## config.mk

```make
export PLATFORM = sky130hd
export DESIGN_NAME = spi_hs_master
export DESIGN_NICKNAME = d
export VERILOG_FILES = /design/src/rtl/spi_hs_pkg.sv /design/src/rtl/spi_hs_sync.sv /design/src/rtl/spi_hs_shifter.sv /design/src/rtl/spi_hs_seq.sv /design/src/rtl/spi_hs_master.sv
export SDC_FILE = /design/constraint.sdc
export NUM_CORES = 1
export LEC_CHECK = 0
export BUFFER_PORTS_ARGS = -buffer_cell sky130_fd_sc_hd__buf_2
export CORE_MARGIN = 4
export CORE_UTILIZATION = 42
export CTS_BUF_LIST = sky130_fd_sc_hd__clkbuf_8 sky130_fd_sc_hd__clkbuf_16
export CTS_CLUSTER_SIZE = 10
export DETAILED_ROUTE_END_ITERATION = 7
export SYNTH_ARGS = -nofsm -noshare
export SYNTH_HDL_FRONTEND = slang
export SYNTH_HIERARCHICAL = 1
export SYNTH_SLANG_ARGS = --single-unit
```

## constraint.sdc

```tcl
create_clock -name clk -period 7.4 [get_ports clk]
set_clock_uncertainty 0.15 [all_clocks]
set_input_delay 0.74 -clock clk [delete_from_list [all_inputs] [get_ports clk]]
set_output_delay 0.74 -clock clk [all_outputs]
set_load 0.01 [all_outputs]
```

## src/rtl/spi_hs_pkg.sv

```systemverilog
package spi_hs_pkg;

    localparam int DEF_MAX_W = 16;
    localparam int DEF_PRE_W = 8;
    localparam int DEF_DLY_W = 5;

    typedef enum logic [1:0] {
        ST_IDLE,
        ST_SETUP,
        ST_SHIFT,
        ST_TAIL
    } seq_state_e;

    typedef struct packed {
        logic cpol;
        logic cpha;
        logic five_pin;
        logic hold;
    } mode_t;

    // Cycles after the final edge, minus one, before the chip-select decision.
    function automatic int unsigned lag_count(logic cpha, int unsigned half,
                                              int unsigned extra);
        return (cpha ? 0 : half) + extra;
    endfunction

endpackage

```

## src/rtl/spi_hs_sync.sv

```systemverilog
module spi_hs_sync #(
    parameter int STAGES = 2
) (
    input  logic clk,
    input  logic rst,
    input  logic d,
    output logic q
);
    logic [STAGES-1:0] ff;

    always_ff @(posedge clk) begin
        if (rst) ff <= '1;
        else     ff <= {ff[STAGES-2:0], d};
    end

    assign q = ff[STAGES-1];
endmodule

```

## src/rtl/spi_hs_shifter.sv

```systemverilog
module spi_hs_shifter #(
    parameter int MAX_W = 16,
    parameter int LEN_W = 5
) (
    input  logic             clk,
    input  logic             rst,
    input  logic             load,
    input  logic [MAX_W-1:0] tx_word,
    input  logic [LEN_W-1:0] len,
    input  logic             shift,
    input  logic             sample,
    input  logic             miso,
    output logic             mosi,
    output logic [MAX_W-1:0] rx_word
);
    logic [MAX_W-1:0] tx_sh;
    logic [MAX_W-1:0] rx_sh;

    always_ff @(posedge clk) begin
        if (rst) begin
            tx_sh <= '0;
            rx_sh <= '0;
        end else if (load) begin
            tx_sh <= tx_word << (MAX_W - int'(len));
            rx_sh <= '0;
        end else begin
            if (shift)  tx_sh <= tx_sh << 1;
            if (sample) rx_sh <= {rx_sh[MAX_W-2:0], miso};
        end
    end

    assign mosi    = tx_sh[MAX_W-1];
    assign rx_word = rx_sh;
endmodule

```

## src/rtl/spi_hs_seq.sv

```systemverilog
module spi_hs_seq
    import spi_hs_pkg::*;
#(
    parameter int PRE_W = 8,
    parameter int DLY_W = 5,
    parameter int LEN_W = 5,
    parameter int CNT_W = 10
) (
    input  logic             clk,
    input  logic             rst,
    input  mode_t            mode,
    input  logic [PRE_W-1:0] prescale,
    input  logic [LEN_W-1:0] len,
    input  logic [DLY_W-1:0] lead_dly,
    input  logic [DLY_W-1:0] lag_dly,
    input  logic             tx_valid,
    input  logic             rdy_sync_n,
    output logic             tx_ready,
    output logic             load,
    output logic             shift,
    output logic             sample,
    output logic             done,
    output logic             sclk,
    output logic             cs_n
);
    seq_state_e       state;
    logic [CNT_W-1:0] cnt;
    logic [PRE_W-1:0] hcnt;
    logic [LEN_W:0]   ecnt;
    logic [LEN_W:0]   knum;
    logic             edge_now;
    logic             is_sample;
    logic             is_first;
    logic             is_last;
    logic             slave_ok;
    logic [CNT_W-1:0] lag_load;

    assign knum      = ecnt + 1'b1;
    assign edge_now  = (state == ST_SHIFT) && (hcnt == '0);
    assign is_sample = knum[0] ^ mode.cpha;
    assign is_first  = (knum == (LEN_W+1)'(1));
    assign is_last   = (knum == {len, 1'b0});
    assign slave_ok  = !mode.five_pin || !rdy_sync_n;
    assign lag_load  = CNT_W'(lag_count(mode.cpha, int'(prescale) + 1, int'(lag_dly)));

    assign tx_ready = (state == ST_IDLE) ||
                      ((state == ST_TAIL) && (cnt == '0) && mode.hold);
    assign load     = tx_valid && tx_ready;
    assign sample   = edge_now && is_sample;
    assign shift    = edge_now && !is_sample && !is_first;

    always_ff @(posedge clk) begin
        if (rst) begin
            state <= ST_IDLE;
            cnt   <= '0;
            hcnt  <= '0;
            ecnt  <= '0;
            sclk  <= mode.cpol;
            cs_n  <= 1'b1;
            done  <= 1'b0;
        end else begin
            done <= 1'b0;
            unique case (state)
                ST_IDLE: begin
                    sclk <= mode.cpol;
                    if (load) begin
                        cs_n  <= 1'b0;
                        cnt   <= CNT_W'(lead_dly);
                        state <= ST_SETUP;
                    end
                end
                ST_SETUP: begin
                    if (cnt != '0) begin
                        cnt <= cnt - 1'b1;
                    end else if (slave_ok) begin
                        hcnt  <= prescale;
                        ecnt  <= '0;
                        state <= ST_SHIFT;
                    end
                end
                ST_SHIFT: begin
                    if (hcnt != '0) begin
                        hcnt <= hcnt - 1'b1;
                    end else begin
                        sclk <= ~sclk;
                        hcnt <= prescale;
                        ecnt <= knum;
                        if (is_last) begin
                            cnt   <= lag_load;
                            done  <= 1'b1;
                            state <= ST_TAIL;
                        end
                    end
                end
                ST_TAIL: begin
                    if (cnt != '0) begin
                        cnt <= cnt - 1'b1;
                    end else if (mode.hold && tx_valid) begin
                        state <= ST_SETUP;
                    end else begin
                        cs_n  <= 1'b1;
                        state <= ST_IDLE;
                    end
                end
                default: state <= ST_IDLE;
            endcase
        end
    end
endmodule

```

## src/rtl/spi_hs_master.sv

```systemverilog
module spi_hs_master
    import spi_hs_pkg::*;
#(
    parameter int MAX_W = DEF_MAX_W,
    parameter int PRE_W = DEF_PRE_W,
    parameter int DLY_W = DEF_DLY_W,
    localparam int LEN_W = $clog2(MAX_W + 1),
    localparam int CNT_W = ((PRE_W > DLY_W) ? PRE_W : DLY_W) + 2
) (
    input  logic             clk,
    input  logic             rst,
    input  logic             cfg_cpol,
    input  logic             cfg_cpha,
    input  logic             cfg_five_pin,
    input  logic             cfg_hold,
    input  logic [PRE_W-1:0] cfg_prescale,
    input  logic [LEN_W-1:0] cfg_len,
    input  logic [DLY_W-1:0] cfg_lead_dly,
    input  logic [DLY_W-1:0] cfg_lag_dly,
    input  logic             tx_valid,
    output logic             tx_ready,
    input  logic [MAX_W-1:0] tx_data,
    output logic             rx_valid,
    output logic [MAX_W-1:0] rx_data,
    output logic             spi_sclk,
    output logic             spi_cs_n,
    output logic             spi_mosi,
    input  logic             spi_miso,
    input  logic             spi_rdy_n
);
    mode_t mode;
    logic  rdy_sync_n;
    logic  load;
    logic  shift;
    logic  sample;

    assign mode = '{cpol: cfg_cpol, cpha: cfg_cpha,
                    five_pin: cfg_five_pin, hold: cfg_hold};

    spi_hs_sync #(.STAGES(2)) u_sync (
        .clk (clk),
        .rst (rst),
        .d   (spi_rdy_n),
        .q   (rdy_sync_n)
    );

    spi_hs_seq #(
        .PRE_W(PRE_W), .DLY_W(DLY_W), .LEN_W(LEN_W), .CNT_W(CNT_W)
    ) u_seq (
        .clk        (clk),
        .rst        (rst),
        .mode       (mode),
        .prescale   (cfg_prescale),
        .len        (cfg_len),
        .lead_dly   (cfg_lead_dly),
        .lag_dly    (cfg_lag_dly),
        .tx_valid   (tx_valid),
        .rdy_sync_n (rdy_sync_n),
        .tx_ready   (tx_ready),
        .load       (load),
        .shift      (shift),
        .sample     (sample),
        .done       (rx_valid),
        .sclk       (spi_sclk),
        .cs_n       (spi_cs_n)
    );

    spi_hs_shifter #(.MAX_W(MAX_W), .LEN_W(LEN_W)) u_shift (
        .clk     (clk),
        .rst     (rst),
        .load    (load),
        .tx_word (tx_data),
        .len     (cfg_len),
        .shift   (shift),
        .sample  (sample),
        .miso    (spi_miso),
        .mosi    (spi_mosi),
        .rx_word (rx_data)
    );
endmodule

```

# [Yosys cells after proc, flatten, opt, wreduce, memory -nomap -nowiden]
# Index checks and enable logic that the tools add are counted.
# Widths: inputs -> output; s select.
[op_classes] addsub=6 n_eq_ne=14 shift=1 n_mux=32 bitwise=3 reduce_logical=32
[op_table] cell="$mux 10" count=5
[op_table] cell="$mux 16" count=2
[op_table] cell="$shl 16x32->16" count=1
[op_table] cell="$pmux 10 s3" count=1
[op_table] cell="$mux 8" count=3
[op_table] cell="$mux 6" count=3
[op_table] cell="$pmux 8 s2" count=1
[op_table] cell="$mux 2" count=6
[op_table] cell="$pmux 6 s2" count=1
[op_table] cell="$reduce_and 4->1" count=3
[op_table] cell="$add 10x5->10" count=1
[op_table] cell="$logic_not 10->1" count=1
[op_table] cell="$ne 2x2->1 const B" count=5
[op_table] cell="$reduce_bool 10->1" count=1
[op_table] cell="$sub 10x1->10 const B" count=1
[op_table] cell="$add 8x1->9 const B" count=1
[op_table] cell="$logic_and 1x1->1" count=8
[op_table] cell="$logic_not 8->1" count=1
[op_table] cell="$pmux 2 s4" count=1
[op_table] cell="$reduce_bool 8->1" count=1
[op_table] cell="$sub 8x1->8 const B" count=1
[op_table] cell="$mux 1" count=7
[op_table] cell="$add 6x1->6 const B" count=1
[op_table] cell="$eq 6x1->1 const B" count=1
[op_table] cell="19 further kinds" count=31
[totals] register_bits=63 inputBits=48 output_inout_bits=21 elab_cells=98

# [Logic depth before layout (Yosys ltp)]
# Gate-level depths: netlist of run 1.
[logic_depth] word_depth=7 depth_mapped=14 ltp_nobuf=11

# [Hierarchy]
# The synthesis of run 1 kept the hierarchy.
[modules_own_cells] mod="spi_hs_seq" n_inst=1 cells_each=330 area_per_inst_um2=2456.1
[modules_own_cells] mod="spi_hs_shifter" n_inst=1 cells_each=262 area_per_inst_um2=2381.0
[modules_own_cells] mod="spi_hs_sync" n_inst=1 cells_each=4 area_per_inst_um2=52.6

# [Least setup slack after synthesis of run 1]
# Ideal clock, no wire load.
[synth_timing] path_type="register to register" from="register u_seq.cnt[0]" to="register u_shift.tx_sh[10]" setup_time_ps=86 arrival_time_ps=2935 slack_ps=4229 path_stages_with_launch=15 synth_period_minus_slack_ps=3171 cell_sequence="dfxtp_1 > inv_1 > ha_1 > or4b_1 > nor4_4 > a31o_2 > and2_1 > buf_2 > nand2_1 > mux2i_1 > and2_1 > buf_4 > buf_8 > nand2_1 > a221oi_2"
[synth_between] elab_chain_len=6 elab_cells_between_ends=7
[synth_lines] item="start: declaration" line_no="spi_hs_seq.sv:27" source="logic [CNT_W-1:0] cnt;"
[synth_lines] item="start signal: assignment" line_no="spi_hs_seq.sv:68" source="cnt <= CNT_W'(lead_dly);"
[synth_lines] item="start signal: assignment" line_no="spi_hs_seq.sv:74" source="cnt <= cnt - 1'b1;"
[synth_lines] item="start signal: assignment" line_no="spi_hs_seq.sv:89" source="cnt <= lag_load;"
[synth_lines] item="$logic_not 10->1 *" line_no="spi_hs_seq.sv:47" source="((state == ST_TAIL) && (cnt == '0) && mode.hold);"
[synth_lines] item="$logic_and 1x1->1 * (2 in a row)" line_no="spi_hs_seq.sv:47"
[synth_lines] item="$logic_or 1x1->1 *" line_no="spi_hs_seq.sv:46" source="assign tx_ready = (state == ST_IDLE) ||"
[synth_lines] item="named net tx_ready" line_no="spi_hs_master.sv:21" source="output logic tx_ready,"
[synth_lines] item="$logic_and 1x1->1 *" line_no="spi_hs_seq.sv:48" source="assign load = tx_valid && tx_ready;"
[synth_lines] item="named net load" line_no="spi_hs_master.sv:33" source="logic load;"
[synth_lines] item="$mux 16 or $reduce_bool 2->1 (tied branches)"
[synth_lines] item="end signal: assignment" line_no="spi_hs_shifter.sv:24" source="tx_sh <= tx_word << (MAX_W - int'(len));"
[synth_lines] item="end signal: assignment" line_no="spi_hs_shifter.sv:27" source="if (shift) tx_sh <= tx_sh << 1;"
[synth_lines] item="end: declaration" line_no="spi_hs_shifter.sv:16" source="logic [MAX_W-1:0] tx_sh;"
# The timed path passes the listed nets; every way through them passes the cells marked *.
# A chain may end at the register's enable or synchronous reset.

# [Worst setup path in the final report of run 1]
[layout_timing] from="register u_seq.cnt[0]" to="register u_shift.tx_sh[6]"
[layout_between] elab_chain_len=6 elab_cells_between_ends=7
[layout_lines] item="$logic_not 10->1 *" line_no="spi_hs_seq.sv:47"
[layout_lines] item="$logic_and 1x1->1 * (2 in a row)" line_no="spi_hs_seq.sv:47"
[layout_lines] item="$logic_or 1x1->1 *" line_no="spi_hs_seq.sv:46"
[layout_lines] item="$logic_and 1x1->1 *" line_no="spi_hs_seq.sv:48"
[layout_lines] item="named net load" line_no="spi_hs_master.sv:33"
[layout_lines] item="$mux 16 or $reduce_bool 2->1 (tied branches)"
# Marks and branches as above.

==> results.ini, run 1 <==
[sta]
hold_viol=0
finalWorstSetupSlack_ns=3.28
fin_crit_sh=0.557
setup_viol=0
rsz0062_at_grt=false
maxSlewViolCount=0
slew-limit-headroom=0.295
tightest_slew_ns=1.06
clock.fmax_mhz=243
post-route-min-period_ns=4.12
tns_ns=0

[routing]
via_count=4482
viasPerCell=5.70
ant_nets=0
route.detailed.drc=0
wl_per_cell_um=16.2
dr.pass1.iters=5
drt_iter0_markers=283
routed_wl_um=12700

[power]
leakage_nw=2.17
swShare=0.423
power_frac_clock=0.235
power_frac_comb=0.493
peakVddDrop_mv=0.209
pwr-share-seq=0.272
switchingPower_mw=0.702
power_density_mw_per_mm2=303
intPower_mw=0.959

[worst_setup_path]
cpLargestDelayFamily=simple AND/OR/NAND/NOR gates
required_ns=7.48
crit_path_start_kind=flip-flop
end_kind=flip-flop
rrSetupSlack_ns=3.28
crit_buf_inv=1
cpPeakStageDelay_ns=0.59
cp_slowest_cell=or4b_1
path_max_fanout=20
crit_arrival_ns=4.20
crit_chain=inv_1, ha_1, or4b_1, nor4_4, a31o_2, and2_1, nand2_1, mux2i_1, and2_1, nor2_1, a2111oi_2
path_class=flip-flop to flip-flop
crit_top_cell=and2_1

[placement]
dp_cells=770
pre_cts_ws_ns=3.31
place.gp.congestion=0.915
dp_hpwl_um=9450
port_buffers=68

[clock_network]
htree_num_levels=3
cts.clk_slew.worst_paths_ns=0.06
cts_root_buffer=clkbuf_16
cts_buffer_depth=2
cts_resized=0
numCtsBuffers=9
post_cts_buffers=0
cts_tree=done
cts_hold_buf=0
cts_sinks=63
clock_latency_ns=0.33

[yosys]
ys_top_cells_by_count=nor2_1 (71), dfxtp_1 (62), a21oi_1 (54)
synth.distinct_cells=87
synthTopCellsByArea=dfxtp_1 (25%), mux2i_1 (7.4%), a21oi_1 (5.5%)
synth_warnings=6
synth_top_area_frac=0.254
ys_ff_latch=63
async_flop_share=0
syn_nets=662
ys.flop_type=dfxtp_1
synth_edf_count=1
netlist_area_mm2=0.00489
syn_inst=596
avgSynthCellArea_um2=8.20
yosysMostFrequentCell=nor2_1
synth_top_area_cell=dfxtp_1
synth_seq_area_share=0.260

[cells_and_area]
drive_above_1_share=0.188
areaGrowthSynthToFinish_pct=12.2
fillers=1165
utilization=0.481
n_antenna_cell=0
multi_input_comb_area_mm2=0.00327
fin_cells=786
nets=704
regArea_mm2=0.00127

[global_route]
grt_first_pass_wirelength_um=20500
grt_usage=0.190
grt_overflow_total=0
antenna_found_initial=1
first_global_vias=4151
grt_max_degree=40

[floorplan]
start_util=0.428
die_y_um=116
die_area_mm2=0.0134
row_count=39
fp.dieW_um=116
coreArea_mm2=0.0114
ios=69

[flow_run]
maxCapViolations=0

[status]
outcome=complete, no violations

[worst_hold_path]
hold_path_class=flip-flop to flip-flop

## layout by cell type, fill, tap and decap left out, drive strengths merged, types with 6 or more instances in the layout
cell     Yosys  layout
o22ai        6       6
or2          6       6
nand3       16      16
inv         33      35
or3          6       6
mux2         6       6
a21o         6       6
a31oi        7       7
nand2       33      33
xor2        12      12
o21ai       26      26
nor2b        8       8
buf         20      71
a22oi        7       7
clkbuf      20      11
mux2i       38      38
ha          17      17
a21oi       54      54
xnor2       14      14
o2bb2ai      8       8
nor3        15      15
a211oi       9       9
dfxtp       62      62
nor2        71      71
nand2b       6       6
## sequential cells by signal, summed over array words and instances, names as in the netlist
name,count
u_seq/cnt,10
u_seq/cs_n,1
u_seq/done,1
u_seq/ecnt,6
u_seq/hcnt,8
u_seq/sclk,1
u_seq/state,2
u_shift/rx_word,16
u_shift/tx_sh,16
u_sync/ff,2
## metrics by stage
stage | hold slack, ns | instance area [um^2] | power, mW
2_1_floorplan | 0.233 | 4890 | 1.11
3_3_place_gp | 0.262 | 5210 | 1.25
3_5_place_dp | 0.256 | 5210 | 1.26
4_1_cts | 0.263 | 5490 | 1.66
5_1_grt | 0.285 | 5490 | 1.79
6_report | 0.262 | 5490 | 1.66
## worst paths after layout
kind,start,to,cells past startpoint
worst min register to register,u_sync/ff[0],u_sync/ff[1],1
worst max-delay path,u_seq/cnt[0],u_shift/tx_sh[6],11
worst min-delay path,u_sync/ff[0],u_sync/ff[1],1
worst max register to register,u_seq/cnt[0],u_shift/tx_sh[6],11
## area by class of cell
type,instances,area share
repair buffers,71,0.0661
well taps,143,0.0326
flip-flops and latches,63,0.232
multi-input cells,459,0.596
inverters,34,0.0233
clock inverters,5,0.00456
clock buffers,11,0.0461
## metal layers
metal	vias up	global-route usage	routed length [um]
li1	2248	-	-
met1	2110	0.273	6260
met2	115	0.286	5530
met3	7	0.0533	826
met4	2	0.0340	73
met5	-	0	8
## cell families after synthesis
logic type               after synthesis  synth area share
AO/OA/AOI/OAI                        177             0.252
XOR/XNOR                              26            0.0481
adder cells (fa/ha/maj)               18            0.0476
buffers and inverters                 74            0.0719
flip-flops                            63             0.260
multiplexers                          49             0.121
AND/OR/NAND/NOR                      189             0.200
## power groups by stage
stage          registers [mW]  clock network [mW]  logic [mW]
2_1_floorplan           0.450                   0       0.656
3_3_place_gp            0.456                   0       0.798
3_5_place_dp            0.458                   0       0.806
4_1_cts                 0.452               0.400       0.812
5_1_grt                 0.461               0.416       0.916
6_report                0.452               0.391       0.818
Power figures use the tool's default switching activity.
==> inputs of run 2 (changes only) <==
Clock period 7.4 ns to 3.7 ns, I/O delays scaled along.
==> results.ini, run 2 (synthesized netlist as in run 1, its figures left out) <==
[worst_setup_path]
crit_arrival_ns=3.33  ; -0.87 ns
reg2reg_from=u_seq/cnt[0]
end_kind=flip-flop
crit_start=u_seq/cnt[0]
path_class=flip-flop to flip-flop
crit_path_start_kind=flip-flop
path_max_fanout=14  ; -30%
required_ns=3.78  ; -3.70 ns

[placement]
place.gp.congestion=0.876  ; -4.3%
pre_cts_ws_ns=0.519  ; -2.79 ns
dp_cells=780  ; +1.3%
port_buffers=68  ; unchanged
dp_hpwl_um=9710  ; +2.7%

[power]
leakage_nw=2.22  ; +2.3%
power_frac_comb=0.492  ; about the same
p_total_mw=3.45  ; +110%
peakVddDrop_mv=0.441  ; +110%
intPower_mw=2.00  ; +110%
swShare=0.421  ; -0.00152
power_density_mw_per_mm2=618  ; +100%
switchingPower_mw=1.45  ; +110%
power_frac_clock=0.245  ; +0.010
pwr-share-seq=0.263  ; -0.009

[global_route]
use_met2=0.303  ; +0.0165
grt_first_pass_wirelength_um=21700  ; +5.7%
use_met1=0.288  ; +0.0152
grt_usage=0.199  ; +0.00963
first_global_vias=4362  ; +5.1%
antenna_found_initial=0  ; -1
met3_usage=0.0428  ; -0.0104
grt_overflow_total=0  ; unchanged
top_usage_layer=met2
grt_max_degree=39  ; -2.5%

[status]
outcome=complete, no violations

[cells_and_area]
nets=714  ; +1.4%
utilization=0.489  ; +0.00866
final_cell_mix=nor2_1 (70), buf_2 (68), dfxtp_1 (62), a21oi_1 (54), mux2i_1 (36)
regArea_mm2=0.00127  ; unchanged
multi_input_comb_area_mm2=0.00327  ; unchanged
fillers=1139  ; -2.2%
layout_commonest_cell=nor2_1
fin_cells=797  ; +1.4%
areaGrowthSynthToFinish_pct=14.3
drive_above_1_share=0.204  ; +0.0155

[floorplan]
die_y_um=116  ; unchanged
die_area_mm2=0.0134  ; unchanged
fp.dieW_um=116  ; unchanged
coreArea_mm2=0.0114  ; unchanged
row_count=39  ; unchanged
ios=69  ; unchanged
start_util=0.428  ; unchanged

[clock_network]
cts_tree=done
cts_hold_buf=0  ; unchanged
numCtsBuffers=9  ; unchanged
cts.clk_slew.worst_paths_ns=0.06  ; about the same
cts_resized=0  ; unchanged
clock_latency_ns=0.33  ; about the same
cts_root_buffer=clkbuf_16
htree_num_levels=3  ; unchanged
post_cts_buffers=0  ; unchanged
cts_sinks=63  ; unchanged
cts_buffer_depth=2  ; unchanged

[sta]
clock.fmax_mhz=308  ; +27%
fin_crit_sh=0.878  ; +0.322
post-route-min-period_ns=3.25  ; -0.870 ns
slew-limit-headroom=0.552  ; +0.257
rsz0062_at_grt=false
finalWorstSetupSlack_ns=0.450  ; -2.83 ns
tightest_slew_ns=0.668  ; -0.389 ns
setup_viol=0  ; unchanged
hold_viol=0  ; unchanged
tns_ns=0  ; unchanged
maxSlewViolCount=0  ; unchanged

[routing]
route.detailed.drc=0  ; unchanged
wl_per_cell_um=16.3  ; +0.73%
ant_nets=0  ; unchanged
viasPerCell=5.69  ; -0.21%
dr.pass1.iters=5  ; unchanged
routed_wl_um=13000  ; +2.1%
drt_iter0_markers=291  ; +2.8%
via_count=4535  ; +1.2%

[worst_hold_path]
hold_path_class=input port to flip-flop
hp-start=spi_rdy_n

[flow_run]
maxCapViolations=0  ; unchanged

[run 2: critical path, stage by stage, from the launching register on]
cell and delay, ns:
dfxtp_1 0.33, inv_1 0.08, ha_1 0.21, or4b_1 0.59, nor4_4 0.21, a31o_2 0.20
and2_1 0.17, nand2_1 0.07, mux2i_1 0.19, and2_1 0.48, nor2_1 0.12, a2111oi_2 0.34
[run 2: metrics by stage]
step	area [um^2]	hold slack, ns
finish	5590	0.0716
detailed placement	5290	0.273
global route	5580	0.0895
global placement	5290	0.270
floorplan	4890	0.233
CTS	5580	0.0643
[run 2: final cells by class]
cell class                 count  area share
sequential                    63       0.228
clock buffer                   9      0.0403
inverter                      34      0.0228
timing repair buffer          81      0.0784
multi-input combinational    459       0.585
tap                          143      0.0320
clock inverter                 7      0.0132
antenna                        1    0.000448
[run 2: power groups by stage]
stage	sequential [mW]	clock, mW	combinational, mW
floorplan	0.900	0	1.31
global placement	0.914	0	1.65
detailed placement	0.920	0	1.67
CTS	0.908	0.868	1.68
global route	0.924	0.895	1.90
finish	0.908	0.847	1.70
[run 2: final timing paths]
kind,slack (ns),cells past startpoint,endpoint
hold / removal,0.07,2,u_sync/ff[0]
setup reg to reg,0.45,11,u_shift/tx_sh[6]
hold reg to reg,0.27,1,u_sync/ff[1]
setup / recovery,0.45,11,u_shift/tx_sh[6]
[run 2: metal layers]
| layer | wire length, um | vias to the layer above | share of wire |
|---|---|---|---|
| met5 | 0 | - | 0 |
| met4 | 113 | 0 | 0.0087 |
| met3 | 787 | 6 | 0.061 |
| met2 | 5710 | 122 | 0.44 |
| met1 | 6360 | 2133 | 0.49 |
| li1 | - | 2274 | - |
